<file path="src/rtl/sd_pkg.sv">
`timescale 1ns/1ps
package sd_pkg;

    // Which of the two line buffers a role refers to.
    typedef enum logic {
        BUF0 = 1'b0,
        BUF1 = 1'b1
    } buf_sel_e;

    function automatic buf_sel_e other_buf(input buf_sel_e b);
        return (b == BUF0) ? BUF1 : BUF0;
    endfunction

endpackage

</file>
<file path="src/rtl/sd_line_ram.sv">
`timescale 1ns/1ps
module sd_line_ram #(
    parameter int DATA_W = 12,
    parameter int DEPTH  = 32,
    parameter int IDX_W  = 5
) (
    input  logic              clk_i,
    input  logic              we_i,
    input  logic [IDX_W-1:0]  waddr_i,
    input  logic [DATA_W-1:0] wdata_i,
    input  logic [IDX_W-1:0]  raddr_i,
    output logic [DATA_W-1:0] rdata_o
);

    logic [DATA_W-1:0] mem_q [DEPTH];

    always_ff @(posedge clk_i) begin
        if (we_i) begin
            mem_q[waddr_i] <= wdata_i;
        end
    end

    // Asynchronous read. The top registers the value before it leaves the block.
    always_comb begin
        if (int'(raddr_i) < DEPTH) begin
            rdata_o = mem_q[raddr_i];
        end else begin
            rdata_o = '0;
        end
    end

endmodule

</file>
<file path="src/rtl/sd_wr_side.sv">
`timescale 1ns/1ps
module sd_wr_side import sd_pkg::*; #(
    parameter int LINE_LEN = 32,
    parameter int ADDR_W   = 6
) (
    input  logic              clk_i,
    input  logic              rst_i,
    input  logic              hs_rise_i,
    input  logic              pix_stb_i,
    output logic              wr_en_o,
    output logic [ADDR_W-1:0] wr_addr_o,
    output buf_sel_e          wsel_o,
    output logic              primed_o
);

    localparam logic [ADDR_W-1:0] FULL = ADDR_W'(LINE_LEN);

    typedef struct packed {
        logic [ADDR_W-1:0] waddr;
        logic              phase;   // 1: this cycle may take a pixel
        buf_sel_e          wsel;
        logic              primed;
    } wr_st_t;

    wr_st_t cur_q, nxt_d;

    always_comb begin
        nxt_d   = cur_q;
        wr_en_o = !hs_rise_i && cur_q.phase && pix_stb_i && (cur_q.waddr < FULL);
        if (hs_rise_i) begin
            nxt_d.primed = cur_q.primed | (cur_q.waddr == FULL);
            nxt_d.wsel   = other_buf(cur_q.wsel);
            nxt_d.waddr  = '0;
            nxt_d.phase  = 1'b0;
        end else begin
            nxt_d.phase = ~cur_q.phase;
            if (wr_en_o) begin
                nxt_d.waddr = cur_q.waddr + 1'b1;
            end
        end
    end

    always_ff @(posedge clk_i) begin
        if (rst_i) begin
            cur_q.waddr  <= '0;
            cur_q.phase  <= 1'b0;
            cur_q.wsel   <= BUF0;
            cur_q.primed <= 1'b0;
        end else begin
            cur_q <= nxt_d;
        end
    end

    assign wr_addr_o = cur_q.waddr;
    assign wsel_o    = cur_q.wsel;
    assign primed_o  = cur_q.primed;

endmodule

</file>
<file path="src/rtl/sd_rd_side.sv">
`timescale 1ns/1ps
module sd_rd_side #(
    parameter int LINE_LEN   = 32,
    parameter int ADDR_W     = 6,
    parameter int MAX_PERIOD = 1023,
    parameter int TMR_W      = 10
) (
    input  logic              clk_i,
    input  logic              rst_i,
    input  logic              hs_rise_i,
    output logic [ADDR_W-1:0] rd_addr_o,
    output logic              rd_act_o,
    output logic              restart_o,
    output logic              line_start_o
);

    localparam logic [ADDR_W-1:0] FULL = ADDR_W'(LINE_LEN);
    localparam logic [TMR_W-1:0]  TMAX = TMR_W'(MAX_PERIOD);

    typedef struct packed {
        logic [ADDR_W-1:0] raddr;
        logic [TMR_W-1:0]  tmr;    // cycles since the last sync edge, minus one
        logic [TMR_W-1:0]  half;   // half of the last measured period
        logic              start;  // a replay started at the previous edge
    } rd_st_t;

    rd_st_t cur_q, nxt_d;
    logic   mid;
    logic [TMR_W:0] period;

    always_comb begin
        nxt_d     = cur_q;
        period    = {1'b0, cur_q.tmr} + 1'b1;
        mid       = !hs_rise_i && (cur_q.half != '0) && (cur_q.tmr == cur_q.half - 1'b1);
        restart_o = hs_rise_i || mid;
        nxt_d.start = restart_o;
        if (hs_rise_i) begin
            nxt_d.half = TMR_W'(period >> 1);
            nxt_d.tmr  = '0;
        end else if (cur_q.tmr != TMAX) begin
            nxt_d.tmr = cur_q.tmr + 1'b1;
        end
        if (restart_o) begin
            nxt_d.raddr = '0;
        end else if (cur_q.raddr < FULL) begin
            nxt_d.raddr = cur_q.raddr + 1'b1;
        end
    end

    always_ff @(posedge clk_i) begin
        if (rst_i) begin
            cur_q <= '0;
        end else begin
            cur_q <= nxt_d;
        end
    end

    assign rd_addr_o    = cur_q.raddr;
    assign rd_act_o     = cur_q.raddr < FULL;
    assign line_start_o = cur_q.start;

endmodule

</file>
<file path="src/rtl/scan_doubler.sv">
`timescale 1ns/1ps
module scan_doubler import sd_pkg::*; #(
    parameter int DATA_W     = 12,
    parameter int LINE_LEN   = 32,
    parameter int MAX_PERIOD = 1023
) (
    input  logic              clk_i,
    input  logic              rst_i,
    input  logic              pix_stb_i,
    input  logic [DATA_W-1:0] rgb_i,
    input  logic              hsync_i,
    output logic [DATA_W-1:0] rgb_o,
    output logic              lsync_o
);

    localparam int ADDR_W = $clog2(LINE_LEN + 1);
    localparam int IDX_W  = (LINE_LEN > 1) ? $clog2(LINE_LEN) : 1;
    localparam int TMR_W  = $clog2(MAX_PERIOD + 1);

    typedef struct packed {
        logic              hs_prev;
        logic [DATA_W-1:0] rgb;
        logic              lsync;
    } top_st_t;

    top_st_t cur_q, nxt_d;

    logic              hs_rise;
    logic              wr_en;
    logic [ADDR_W-1:0] wr_addr;
    buf_sel_e          wsel;
    logic              primed;
    logic [ADDR_W-1:0] rd_addr;
    logic              rd_act;
    logic              restart;
    logic              line_start;
    logic [DATA_W-1:0] rdata [2];
    logic [DATA_W-1:0] rd_data;

    assign hs_rise = hsync_i & ~cur_q.hs_prev;

    sd_wr_side #(.LINE_LEN(LINE_LEN), .ADDR_W(ADDR_W)) u_wr (
        .clk_i     (clk_i),
        .rst_i     (rst_i),
        .hs_rise_i (hs_rise),
        .pix_stb_i (pix_stb_i),
        .wr_en_o   (wr_en),
        .wr_addr_o (wr_addr),
        .wsel_o    (wsel),
        .primed_o  (primed)
    );

    sd_rd_side #(
        .LINE_LEN(LINE_LEN), .ADDR_W(ADDR_W), .MAX_PERIOD(MAX_PERIOD), .TMR_W(TMR_W)
    ) u_rd (
        .clk_i        (clk_i),
        .rst_i        (rst_i),
        .hs_rise_i    (hs_rise),
        .rd_addr_o    (rd_addr),
        .rd_act_o     (rd_act),
        .restart_o    (restart),
        .line_start_o (line_start)
    );

    for (genvar b = 0; b < 2; b++) begin : g_bank
        localparam buf_sel_e BANK = (b == 0) ? BUF0 : BUF1;
        sd_line_ram #(.DATA_W(DATA_W), .DEPTH(LINE_LEN), .IDX_W(IDX_W)) u_ram (
            .clk_i   (clk_i),
            .we_i    (wr_en && (wsel == BANK)),
            .waddr_i (wr_addr[IDX_W-1:0]),
            .wdata_i (rgb_i),
            .raddr_i (rd_addr[IDX_W-1:0]),
            .rdata_o (rdata[b])
        );
    end

    // The replay buffer is always the one not being captured.
    assign rd_data = (wsel == BUF0) ? rdata[1] : rdata[0];

    always_comb begin
        nxt_d         = cur_q;
        nxt_d.hs_prev = hsync_i;
        nxt_d.rgb     = (primed && rd_act) ? rd_data : '0;
        nxt_d.lsync   = line_start;
    end

    always_ff @(posedge clk_i) begin
        if (rst_i) begin
            cur_q <= '0;
        end else begin
            cur_q <= nxt_d;
        end
    end

    assign rgb_o   = cur_q.rgb;
    assign lsync_o = cur_q.lsync;

endmodule

</file>
<file path="config.mk">
export PLATFORM = sky130hd
export DESIGN_NAME = scan_doubler
export DESIGN_NICKNAME = d
export VERILOG_FILES = /design/src/rtl/sd_pkg.sv /design/src/rtl/sd_line_ram.sv /design/src/rtl/sd_wr_side.sv /design/src/rtl/sd_rd_side.sv /design/src/rtl/scan_doubler.sv
export SDC_FILE = /design/constraint.sdc
export NUM_CORES = 1
export LEC_CHECK = 0
export ABC_AREA = 1
export BUFFER_PORTS_ARGS = -buffer_cell sky130_fd_sc_hd__buf_4
export CORE_MARGIN = 8
export CORE_UTILIZATION = 60
export CTS_CLUSTER_SIZE = 14
export DETAILED_ROUTE_END_ITERATION = 10
export GPL_TIMING_DRIVEN = 0
export PLACE_DENSITY_LB_ADDON = 0.12
export SLEW_MARGIN = 20
export SYNTH_ARGS = -nofsm -noshare
export SYNTH_HDL_FRONTEND = slang
export SYNTH_HIERARCHICAL = 1
export SYNTH_SLANG_ARGS = --single-unit
</file>
<file path="constraint.sdc">
create_clock -name clk_i -period 6.2 [get_ports clk_i]
set_input_delay 0.62 -clock clk_i [delete_from_list [all_inputs] [get_ports clk_i]]
set_output_delay 0.62 -clock clk_i [all_outputs]
set_load 0.05 [all_outputs]
</file>
==> reports/results.txt <==
Status = complete, no violations
Hold path start = hsync_i
Cell area power density = 304 nW/µm²
Static Leak = 14.1 nW
Final setup fails = 0
Final hold violations = 0
Buf/Inv on CP = 2
Commonest non-fill, non-tap cell in the layout = nand2_1
TritonRoute pass-1 iters = 6
Achievable Freq = 300 MHz
Core area = 56200 µm²
Clk network pwr share = 40.6%
Slew HR = 23.0%
Setup_tns = 0 ns
Routed wire length = 93000 µm
RSZ-0062 raised after global routing = false
Part of the cycle the worst path needs = 53.7%
Worst Reg2Reg Path Length in Cells = 8
Fill count = 4227
Worst hold path class = input pin to flip-flop
WS Path Type = flip-flop to flip-flop
R2R Path Start = cur_q[13]
Hold-fix buffers at CTS = 0
Detailed placer's ending HPWL = 59400 µm
First-pass GRT wire length = 137000 µm
Max clock buf depth = 3
Delay-heaviest family, CP = simple AND/OR/NAND/NOR gates
VDD IR-drop max = 0.000330 V
Combinational power share = 6.8%
Crit start category = flip-flop
Mean Syn Cell Area = 11.1 µm²
H-tree levels = 3
Critical Path RT = 6.44 ns
Placer congestion estimate = 0.987
Worst Skew = 0.0258 ns
Sw Share = 22.5%
Ratio of cells with drive above 1 in the final layout = 12.0%
R2R Setup Slk = 2.87 ns
Synthesized area = 34000 µm²
Final worst path period need = 3.33 ns
Most frequent cells in the layout = nand2_1, edfxtp_1, nand3_1
FF-to-FF End = g_bank[0].u_ram/mem_q[15][0]
Setup WS pre-CTS = 2.43 ns
GR Util All Layers = 29.0%
CTS tree = built
Antenna violations before repair = 0
Vias in the first global route = 22700
Area Growth Syn to Fin = 11.3%
Gate Count Post-Synth = 3067
Num rows = 87
CTS Buf Count = 82
Final worst setup slack = 2.87 ns
Critical Path Slowest Stage Cell = nor2_1
Critical path, cell by cell = nor2_1 > inv_2 > nand2_4 > nor2_8 > inv_1 > nor2_1 > nand3_1 > nor2_1
Number of port buffers = 28
Clock-pin slew on the worst setup and hold paths = 0.06 ns
CTS Root Cell = clkbuf_16
Vias per cell = 5.91
Initial Utilization = 60.5%
Chip Height = 254 µm
CP Capture Type = flip-flop
Crit path DAT = 3.57 ns
Largest net degree at the start of global routing = 65
Fin nets = 3200
DIE AREA = 64500 µm²
IO Count = 29
# clock sinks = 818
Flop pwr share = 52.6%
Hold path cells = 3
Antenna viol nets, final = 0
Ant diodes = 0
Grt ovf = 0
Post-CTS setup buffer count = 0
Die W = 254 µm
Vias = 23700
Switching power total = 0.00259 W
Wire length per cell = 23.2 µm
Drt initial violations = 2764
Maxcap violations = 0
Hold Path Sink = cur_q[13]
Yosys warning count = 6
Largest stage delay on the critical path = 1.08 ns
Slew @ Worst Pin = 1.15 ns
Clk_lat worst skew = 0.63 ns
Final routed DRC violation total = 0
Pins over their slew limit = 0
Internal power = 0.00891 W
Synth Net Count = 3088
Crit path max fanout = 12
Resized cells post-CTS = 0
Most used cell along the critical path = nor2_1
-- layer usage --
metal	up-vias	GRT usage, %	part of all wire, %
li1	10700	-	-
met1	11500	40.2	40
met2	1221	46.0	46
met3	181	5.72	10
met4	0	9.54	3.1
met5	-	0	0
-- worst reg2reg max path, cell delays in order (launching register included) --
cell and delay [ns]:
dfxtp_1 0.31, nor2_1 0.22, inv_2 0.18, nand2_4 0.07, nor2_8 0.17, inv_1 0.06
nor2_1 0.22, nand3_1 0.63, nor2_1 1.08
-- per-stage QoR --
step / hold slack (ns) / utilization (%) / std cells / power (W) / instance area [µm²]
finish: 0.229 / 67.3 / 4001 / 0.0115 / 37800
global route: 0.233 / 67.3 / 4001 / 0.0118 / 37800
CTS: 0.195 / 67.2 / 4001 / 0.0115 / 37700
detailed placement: 0.399 / 62.7 / 3851 / 0.00693 / 35200
global placement: 0.404 / 62.6 / 3851 / 0.00691 / 35100
floorplan: 0.388 / - / 3067 / 0.00660 / 34000
-- cell type report --
| class | count | area, µm² | share of cell area, % |
|---|---|---|---|
| Sequential cell | 818 | 24100 | 63.6 |
| Tap cell | 756 | 946 | 2.50 |
| Inverter | 80 | 300 | 0.794 |
| Timing Repair Buffer | 28 | 210 | 0.556 |
| Buffer | 188 | 1090 | 2.90 |
| Clock inverter | 29 | 178 | 0.470 |
| Clock buffer | 121 | 2350 | 6.22 |
| Multi-Input combinational cell | 1981 | 8670 | 22.9 |
-- sequential cells by signal, summed over array words and instances (netlist names) --
signal / flops
rgb_o: 12
u_wr/wsel_o: 1
lsync_o: 1
u_rd/rd_addr_o: 6
u_rd/line_start_o: 1
u_rd/cur_q: 20
g_bank.u_ram/mem_q: 768
cur_q: 1
u_wr/wr_addr_o: 6
u_wr/cur_q: 1
u_wr/primed_o: 1
-- how the worst max path moves through the flow --
stage                   start                           end  depth (start not counted)
finish              cur_q[13]  g_bank[0].u_ram/mem_q[15][0]                          8
global route        cur_q[13]  g_bank[0].u_ram/mem_q[15][0]                          8
CTS                 cur_q[13]   g_bank[0].u_ram/mem_q[2][6]                          8
detailed placement    hsync_i   g_bank[0].u_ram/mem_q[2][1]                         10
global placement      hsync_i  g_bank[0].u_ram/mem_q[11][1]                         10
floorplan             hsync_i  g_bank[0].u_ram/mem_q[11][0]                          9
-- power groups by stage --
stage                     sequential (W)  combinational [W]  clock (W)
after floorplan                  0.00616           0.000433          0
after global placement           0.00616           0.000746          0
after detailed placement         0.00616           0.000763          0
after CTS                        0.00605           0.000766    0.00472
after global routing             0.00605           0.000846    0.00493
final                            0.00605           0.000783    0.00467
No activity file was read; power rests on OpenSTA's default activity.
